--- config.mk ---
export PLATFORM = sky130hd
export DESIGN_NAME = pwrgood_mon
export DESIGN_NICKNAME = d
export VERILOG_FILES = /design/src/rtl/pwrgood_pkg.sv /design/src/rtl/pg_sample_reg.sv /design/src/rtl/pg_window_cmp.sv /design/src/rtl/pg_blank_timer.sv /design/src/rtl/pwrgood_mon.sv
export SDC_FILE = /design/constraint.sdc
export NUM_CORES = 1
export LEC_CHECK = 0
export BUFFER_PORTS_ARGS = -buffer_cell sky130_fd_sc_hd__buf_4
export CORE_AREA = 2 2 158 160
export DETAILED_ROUTE_END_ITERATION = 10
export DIE_AREA = 0 0 160 162
export GPL_TIMING_DRIVEN = 0
export PLACE_DENSITY = 0.57
export SETUP_SLACK_MARGIN = 0.4
export SYNTH_ARGS = -nofsm -noshare
export SYNTH_HDL_FRONTEND = slang
export SYNTH_SLANG_ARGS = --single-unit
--- constraint.sdc ---
create_clock -name clk -period 5.5 [get_ports clk]
set_input_delay 1.1 -clock clk [delete_from_list [all_inputs] [get_ports clk]]
set_output_delay 1.1 -clock clk [all_outputs]
set_load 0.01 [all_outputs]
--- src/rtl/pwrgood_pkg.sv ---
package pwrgood_pkg;

  // Comparator verdict for one captured sample/target pair.
  typedef struct packed {
    logic ok;   // inside the assert window
    logic flt;  // outside the deassert window
    logic uv;   // below the undervoltage ratio
  } win_t;

  // Blanking delay in clock cycles for a 2-bit select code.
  // Steps are 6.6 us multiples: cycles = kHz * 66 * mult / 10000.
  function automatic int blank_cycles(input int clk_khz, input logic [1:0] code);
    int mult;
    case (code)
      2'd0:    mult = 0;
      2'd1:    mult = 1;
      2'd2:    mult = 2;
      default: mult = 4;
    endcase
    return (clk_khz * 66 * mult) / 10000;
  endfunction

endpackage

--- src/rtl/pg_sample_reg.sv ---
module pg_sample_reg #(
  parameter int DATA_W = 10
) (
  input  logic              clk,
  input  logic              rst_n,
  input  logic              load,
  input  logic [DATA_W-1:0] smp_in,
  input  logic [DATA_W-1:0] tgt_in,
  output logic [DATA_W-1:0] smp_q,
  output logic [DATA_W-1:0] tgt_q
);

  logic [DATA_W-1:0] smp_d, tgt_d;

  always_comb begin
    smp_d = smp_q;
    tgt_d = tgt_q;
    if (load) begin
      smp_d = smp_in;
      tgt_d = tgt_in;
    end
  end

  always_ff @(posedge clk or negedge rst_n) begin
    if (!rst_n) begin
      smp_q <= '0;
      tgt_q <= '0;
    end else begin
      smp_q <= smp_d;
      tgt_q <= tgt_d;
    end
  end

endmodule

--- src/rtl/pg_window_cmp.sv ---
module pg_window_cmp
  import pwrgood_pkg::*;
#(
  parameter int DATA_W  = 10,
  parameter int ON_LO   = 85,
  parameter int ON_HI   = 110,
  parameter int OFF_LO  = 80,
  parameter int OFF_HI  = 115,
  parameter int UV_PCT  = 60
) (
  input  logic [DATA_W-1:0] smp,
  input  logic [DATA_W-1:0] tgt,
  output win_t              verdict
);

  localparam int PW = DATA_W + 8;

  logic [PW-1:0] smp_x;
  logic [PW-1:0] on_lo_x, on_hi_x, off_lo_x, off_hi_x, uv_x;

  // Ratio tests by cross-multiplication: smp*100 against tgt*pct.
  always_comb begin
    smp_x    = PW'(smp) * PW'(100);
    on_lo_x  = PW'(tgt) * PW'(ON_LO);
    on_hi_x  = PW'(tgt) * PW'(ON_HI);
    off_lo_x = PW'(tgt) * PW'(OFF_LO);
    off_hi_x = PW'(tgt) * PW'(OFF_HI);
    uv_x     = PW'(tgt) * PW'(UV_PCT);
    verdict.ok  = (smp_x >= on_lo_x) && (smp_x <= on_hi_x);
    verdict.flt = (smp_x < off_lo_x) || (smp_x > off_hi_x);
    verdict.uv  = (smp_x < uv_x);
  end

endmodule

--- src/rtl/pg_blank_timer.sv ---
module pg_blank_timer #(
  parameter int CNT_W = 9
) (
  input  logic             clk,
  input  logic             rst_n,
  input  logic             run,
  input  logic [CNT_W-1:0] limit,
  output logic             expired
);

  logic [CNT_W-1:0] cnt_q, cnt_d;

  always_comb begin
    cnt_d = cnt_q;
    if (!run)
      cnt_d = '0;
    else if (cnt_q < limit)
      cnt_d = cnt_q + 1'b1;
  end

  always_ff @(posedge clk or negedge rst_n) begin
    if (!rst_n) cnt_q <= '0;
    else        cnt_q <= cnt_d;
  end

  // ">=" so that a limit lowered mid-count still ends the wait.
  assign expired = run && (cnt_q >= limit);

endmodule

--- src/rtl/pwrgood_mon.sv ---
module pwrgood_mon
  import pwrgood_pkg::*;
#(
  parameter int DATA_W  = 10,
  parameter int CLK_KHZ = 10000,
  parameter int ON_LO   = 85,
  parameter int ON_HI   = 110,
  parameter int OFF_LO  = 80,
  parameter int OFF_HI  = 115,
  parameter int UV_PCT  = 60
) (
  input  logic              clk,
  input  logic              rst_n,
  input  logic              smp_vld,
  input  logic [DATA_W-1:0] smp_code,
  input  logic [DATA_W-1:0] tgt_code,
  input  logic              ss_done,
  input  logic [1:0]        blank_sel,
  output logic              pgood,
  output logic              uv_flag
);

  localparam int LIM_MAX = blank_cycles(CLK_KHZ, 2'd3);
  localparam int CNT_W   = (LIM_MAX < 1) ? 1 : $clog2(LIM_MAX + 1);

  logic [DATA_W-1:0] smp_q, tgt_q;
  win_t              verdict;
  logic              win_ok, win_flt;
  logic [CNT_W-1:0]  lim_tab [4];
  logic [CNT_W-1:0]  limit;
  logic              blank_run, blank_done;
  logic              pg_q, pg_d, uv_q, uv_d;

  pg_sample_reg #(.DATA_W(DATA_W)) u_cap (
    .clk    (clk),
    .rst_n  (rst_n),
    .load   (smp_vld),
    .smp_in (smp_code),
    .tgt_in (tgt_code),
    .smp_q  (smp_q),
    .tgt_q  (tgt_q)
  );

  pg_window_cmp #(
    .DATA_W (DATA_W), .ON_LO(ON_LO), .ON_HI(ON_HI),
    .OFF_LO (OFF_LO), .OFF_HI(OFF_HI), .UV_PCT(UV_PCT)
  ) u_cmp (
    .smp     (smp_q),
    .tgt     (tgt_q),
    .verdict (verdict)
  );

  assign win_ok  = verdict.ok;
  assign win_flt = verdict.flt;

  for (genvar g = 0; g < 4; g++) begin : g_lim
    assign lim_tab[g] = CNT_W'(blank_cycles(CLK_KHZ, 2'(g)));
  end

  assign limit     = lim_tab[blank_sel];
  assign blank_run = ss_done && pg_q && win_flt;

  pg_blank_timer #(.CNT_W(CNT_W)) u_blank (
    .clk     (clk),
    .rst_n   (rst_n),
    .run     (blank_run),
    .limit   (limit),
    .expired (blank_done)
  );

  always_comb begin
    pg_d = pg_q;
    if (!ss_done)
      pg_d = 1'b0;
    else if (!pg_q)
      pg_d = win_ok;
    else if (blank_done)
      pg_d = 1'b0;
    uv_d = ss_done && verdict.uv;
  end

  always_ff @(posedge clk or negedge rst_n) begin
    if (!rst_n) begin
      pg_q <= 1'b0;
      uv_q <= 1'b0;
    end else begin
      pg_q <= pg_d;
      uv_q <= uv_d;
    end
  end

  assign pgood   = pg_q;
  assign uv_flag = uv_q;

endmodule

# Word-level counts from Yosys, hierarchy flattened
# Cells that the tools add are included.
classes:
  addsub: 1
  bitwise: 1
  shift: 0
  n_eq_ne: 1
  n_mul: 6
  div: 0
  n_reduce_logical: 6
  order_cmp: 8
  muxes: 8
ops:
  columns: ["cell", "n"]
  rows:
  - ["9-bit 2-to-1 mux", 4]
  - ["10-bit by 7-bit multiplier with 17-bit output (second input constant)", 2]
  - ["9-bit binary-select mux with 2-bit select", 1]
  - ["17-bit greater-or-equal comparator", 1]
  - ["17-bit > comparator", 1]
  - ["17-bit less-or-equal comparator", 1]
  - ["17-bit by 16-bit < comparator with 1-bit output", 1]
  - ["17-bit < comparator", 1]
  - ["10-bit by 6-bit multiplier with 16-bit output (second input constant)", 1]
  - ["10-bit by 5-bit multiplier with 15-bit output (second input constant)", 1]
  - ["10-bit by 4-bit multiplier with 14-bit output (second input constant)", 1]
  - ["10-bit by 3-bit multiplier with 13-bit output (second input constant)", 1]
  - ["9-bit by 1-bit adder with 9-bit output (second input constant)", 1]
  - ["9-bit greater-or-equal comparator", 1]
  - ["9-bit < comparator", 1]
  - ["1-bit logical AND", 5]
  - ["3-bit greater-or-equal comparator (second input constant)", 1]
  - ["1-bit 2-to-1 mux", 3]
  - ["2-bit NOT with 3-bit output", 1]
  - ["2-bit != test (second input constant)", 1]
  - ["1-bit logical OR", 1]
word_totals:
  latchBits: 0
  reg_bits: 31
  mem_bits_rw: 0
  output_inout_bits: 2
  wordCells: 36
  n_memories: 0
  input_bits: 26
  romBits: 0

# Depth between registers and ports, before layout
logic_depth:
  word_depth: 9
  ltp_mapped: 24
  mapped_depth_nobuf: 24

# Hierarchy
# From an unflattened synthesis, not the netlist that was laid out.
unflattened:
  hier_cells: 966
  hier_area_um2: 8787.2
by_module_without_submodules:
  columns: ["mod", "instances", "area_each_um2", "seq_area_each_um2", "cells_each"]
  rows:
  - ["pg_window_cmp", 1, 7119.3, 0.0, 833]
  - ["pg_sample_reg", 1, 823.3, 500.5, 42]
  - ["pg_blank_timer", 1, 744.5, 225.2, 81]
  - ["pwrgood_mon", 1, 100.1, 50.0, 10]

# Least setup slack after synthesis
# OpenSTA, ideal clock, no wires.
synth_timing:
  path_kind: "reg2reg"
  startpoint: "reg u_cap.tgt_q[4]"
  endpoint: "reg u_blank.cnt_q[0]"
  synth_period_minus_slack_ps: 5558
  arrival_ps: 5485
  path_buffers: 0
  path_stages_with_launch: 24
  setup_time_ps: 73
  path_slack_ps: -58
  required_ps: 5427
  cell_sequence: "dfrtp_1 fa_1 inv_1 fa_1 inv_1 ha_1 inv_1 fa_1 inv_1 ha_1 a21o_1 a21oi_1 a311oi_1 or3_1 a31oi_1 xnor2_1 ha_1 nand4_1 nor4_1 a221oi_1 a31o_2 o2111ai_1 nand3_2 nor2_1"
synth_between:
  elab_chain_cells: 5
  elab_cells_between_ends: 8
  classes_between: "mul (2); order compare (2); eq/ne (1); mux (1); reduce/logical (2)"
synth_lines:
  columns: ["item", "line_no", "source"]
  rows:
  - ["start, declared", "pg_sample_reg.sv:10", "output logic [DATA_W-1:0] tgt_q"]
  - ["start signal, assigned", "pg_sample_reg.sv:30", "tgt_q <= tgt_d;"]
  - ["10-bit by 3-bit multiplier with 13-bit output / 10-bit by 7-bit multiplier with 17-bit output (equally long branches)", "pg_window_cmp.sv:26, pg_window_cmp.sv:27", null]
  - ["17-bit < comparator / 17-bit > comparator (equally long branches)", "pg_window_cmp.sv:30", "verdict.flt = (smp_x < off_lo_x) || (smp_x > off_hi_x);"]
  - ["1-bit logical OR (*)", "pg_window_cmp.sv:30", null]
  - ["1-bit logical AND (*)", "pwrgood_mon.sv:61", "assign blank_run = ss_done && pg_q && win_flt;"]
  - ["2-bit != test (no line) / 9-bit 2-to-1 mux (equally long branches)", null, null]
  - ["end signal, assigned", "pg_blank_timer.sv:23", "else cnt_q <= cnt_d;"]
  - ["end, declared", "pg_blank_timer.sv:11", "logic [CNT_W-1:0] cnt_q, cnt_d;"]
# Every way passes the cells marked *; elsewhere a longest branch is shown, timed or not.
# A chain may end at the register's enable or synchronous reset.

# Worst setup path in the final report
layout_timing:
  startpoint: "reg u_cap.tgt_q[3]"
  endpoint: "reg pg_q, in the netlist pgood"
layout_between:
  elab_chain_cells: 8
  elab_cells_between_ends: 15
  classes_between: "mul (4); order compare (4); mux (3); reduce/logical (4)"
layout_lines:
  columns: ["item", "line_no", "source"]
  rows:
  - ["10-bit by 3-bit multiplier with 13-bit output / 10-bit by 7-bit multiplier with 17-bit output (equally long branches)", "pg_window_cmp.sv:26, pg_window_cmp.sv:27", null]
  - ["17-bit < comparator / 17-bit > comparator (equally long branches)", "pg_window_cmp.sv:30", null]
  - ["1-bit logical OR", "pg_window_cmp.sv:30", null]
  - ["1-bit logical AND", "pwrgood_mon.sv:61", null]
  - ["1-bit logical AND", "pg_blank_timer.sv:27", "assign expired = run && (cnt_q >= limit);"]
  - ["1-bit 2-to-1 mux", "pwrgood_mon.sv:77", "else if (blank_done)"]
  - ["1-bit 2-to-1 mux (*)", "pwrgood_mon.sv:75", "else if (!pg_q)"]
  - ["1-bit 2-to-1 mux (*)", "pwrgood_mon.sv:73", "if (!ss_done)"]
  - ["named net pg_d", "pwrgood_mon.sv:32", "logic pg_q, pg_d, uv_q, uv_d;"]
  - ["end signal, assigned", "pwrgood_mon.sv:87", "pg_q <= pg_d;"]
  - ["end, declared", "pwrgood_mon.sv:32", null]
# The timed path passes the listed nets; every way through them passes the cells marked *.

==> results.yml <==
pwr:
  power_uw: 5830
  p_switching_uw: 3100
  power.density_nw_per_um2: 605
  seqPwrFrac_pct: 5.1
  p_clk_share_pct: 5.4
  switching_share_pct: 53.2
  p_comb_share_pct: 89.4
  intPower_uw: 2730
  peakVddDrop_mv: 0.304
  p_leak_uw: 0.00494
status:
  violations: "setup timing"
  outcome: "complete, but fails checks"
synth:
  yosysSeqAreaShare_pct: 9.24
  syn_inst: 944
  synth.distinct_cells: 60
  synth-async-reset-ratio_pct: 100
  ys.flop_type: "dfrtp_1"
  netlist_area_um2: 8400
  synthAdderAreaFrac_pct: 49.7
  synthMuxAreaShare_pct: 1.21
  syn_nets: 1266
  synthSimpleGateAreaFrac_pct: 9.81
  syn_avg_cell_area_um2: 8.89
  synthXorXnorAreaFrac_pct: 7.41
  synth_seq_cells: 31
  synth_edf_count: 0
  synth-compound-area-share_pct: 14.9
  yosys_warnings: 0
  synth_top_family_by_area: "adder cells"
placed_design:
  dp_hpwl_mm: 17.1
  place_area_um2: 9070
  gp_routability_congestion: 0.847
  port_buffers: 27
finish:
  drive_gt1_share_pct: 12.7
  fin_area_um2: 9630
  syn2layout_area_growth_pct: 14.7
  diodes: 0
  nets: 1331
  final_util_pct: 39.9
floorplanning:
  core_um2: 24100
  die_x_um: 160
  die_h_um: 162
  start_util_pct: 34.8
  rows: 57
  die_area_um2: 25900
  io_pins: 28
clock_tree:
  h-tree-depth: 2
  root_buffer: "clkbuf_16"
  cts.sinks: 31
  clock_path_buffers: 2
  clk_latency_ns: 0.30
  cts.clk_slew.worst_paths_ns: 0.07
  cts_made_buffers: 5
  cts_tree: "built"
detailed_routing:
  vias_per_cell: 5.01
  drc_errors: 0
  wl_per_cell_um: 16.1
  num_vias: 6681
  totalWireLength_mm: 21.4
  ant_nets: 0
  drtIter0Drc: 237
  dr.pass1.iters: 4
timing:
  worst_pin_slew_ns: 0.938
  slew_headroom_pct: 37.0
  rsz0062_at_grt: "yes"
  min_period_over_period_pct: 101
  final-hold-violation-count: 0
  finalSetupTns_ns: -0.210
  fin_skew_ns: 0.0119
  setup_ws_ns: -0.0570
  min_period_ns: 5.56
  setup_viol: 9
  drv_slew: 0
  max_freq_mhz: 180
run:
  drv_cap: 0
setup_path:
  startpoint_type: "register"
  reg2regPathDepth: 23
  setup.worst_path.class: "register to register"
  cp-end-kind: "register"
  worstPathMaxFanout: 6
  crit_required_ns: 5.67
  arrival_ns: 5.73
global_routing:
  grt_overflow_total: 0
  grtUsageTotal_pct: 17.1
  grt_pass1_wl_mm: 35.1
  grt_max_degree: 32
  grt_pass1_vias: 6934
  grt_antenna_before_repair: 0
worst_hold_path:
  worstHoldPathCells: 2
  holdCritPathClass: "register to register"
==> timing repair <==
item / 4_1_cts / 5_1_grt
setup buffers: 29 / 0
pin swaps: 23 / 6
resized for setup: 32 / 8
gates cloned: 1 / 0
setup endpoints to repair: 10 / 10
hold buffers: 0 / 0
==> synth_stat cells, types with 10 or more instances <==
master	number	area, um^2
nor2_1	45	169
xnor2_1	32	280
a21o_1	19	143
inv_1	170	638
nand2b_1	10	62.6
ha_1	234	2930
nand3_1	12	60.1
nand2_1	49	184
xor2_1	39	342
fa_1	62	1240
a21oi_1	53	265
dfrtp_1	31	776
o21ai_0	50	250
==> critical path, stage by stage (launching register included) <==
cell and delay (ns):
dfrtp_4 0.55, fa_1 0.57, inv_2 0.05, fa_1 0.50, inv_1 0.04, ha_1 0.26, inv_1 0.04, fa_1 0.51
inv_2 0.05, ha_4 0.23, and3_4 0.18, o211ai_1 0.16, a311oi_2 0.17, or3_1 0.34, a31oi_1 0.20, xnor2_1 0.10
ha_1 0.31, nand4_1 0.15, nor4_4 0.21, a221oi_1 0.13, a31o_2 0.25, o2111ai_4 0.14, a21oi_2 0.10, o21bai_1 0.16
==> power groups by stage <==
stage          registers, uW  clock network, uW  logic (uW)
2_1_floorplan            289                  0        3750
3_3_place_gp             313                  0        4800
3_5_place_dp             314                  0        4860
4_1_cts                  299                326        5150
5_1_grt                  304                334        5970
6_report                 300                316        5210
==> final cells by class <==
cell class	count	area, um^2
repair buffers	57	423
multi-input cells	741	7190
clock buffers	7	153
well taps	324	405
inverters	170	646
flip-flops and latches	31	797
plain buffers	3	11.3
clock inverters	1	7.51
fillers	2469	14500
==> per-layer routing <==
metal | up-vias | global-route usage [%] | share of wire (%)
met3 | 25 | 1.63 | 5.4
met4 | 0 | 3.89 | 1.8
met5 | - | 0 | 0
li1 | 3393 | - | -
met1 | 3159 | 22.9 | 45
met2 | 104 | 30.0 | 48
==> layout by cell type (no fill, tap or decap), types with 6 or more instances in the layout <==
| cell type | netlist | final |
|---|---|---|
| a211oi_1 | 9 | 8 |
| a21o_1 | 19 | 19 |
| a21oi_1 | 53 | 50 |
| a31oi_1 | 6 | 6 |
| buf_4 | 0 | 55 |
| dfrtp_1 | 31 | 22 |
| fa_1 | 62 | 60 |
| ha_1 | 234 | 227 |
| ha_4 | 0 | 7 |
| inv_1 | 170 | 163 |
| mux2_2 | 9 | 9 |
| nand2_1 | 49 | 49 |
| nand2b_1 | 10 | 10 |
| nand3_1 | 12 | 12 |
| nor2_1 | 45 | 44 |
| nor2b_1 | 9 | 9 |
| nor3_1 | 9 | 8 |
| o211ai_1 | 6 | 6 |
| o21ai_0 | 50 | 46 |
| o21bai_1 | 9 | 9 |
| xnor2_1 | 32 | 31 |
| xor2_1 | 39 | 39 |
==> final timing paths <==
path,to,slack [ns],start
setup reg to reg,pgood,-0.06,u_cap.tgt_q[3]
min in group asynchronous,u_cap.smp_q[6],0.76,rst_n
hold reg to reg,u_blank.cnt_q[8],0.57,u_blank.cnt_q[8]
max in group asynchronous,u_cap.tgt_q[5],4.37,rst_n
setup / recovery,pgood,-0.06,u_cap.tgt_q[3]
hold / removal,u_blank.cnt_q[8],0.57,u_blank.cnt_q[8]
==> kinds of logic (layout without fill, tap and decap cells) <==
kind of cell | Yosys count | count (layout)
compound gates | 196 | 196
fa+ha+maj | 296 | 296
xor+xnor | 71 | 71
simple gates | 168 | 169
mux | 9 | 9
flops | 31 | 31
buf+inv | 173 | 238
==> flip-flops by register name, indices dropped and copies added (netlist names) <==
register,flops
pgood,1
u_blank.cnt_q,9
uv_flag,1
u_cap.smp_q,10
u_cap.tgt_q,10
==> per-stage QoR <==
step	hold WS [ns]	setup WS, ns	instances
after floorplan	0.526	0.350	944
after global placement	0.558	-0.733	1295
after detailed placement	0.562	-0.670	1296
after CTS	0.576	-0.128	1334
after global routing	0.592	-0.331	1334
final	0.571	-0.0570	1334
Note: power is estimated with default switching activity, not from simulation.
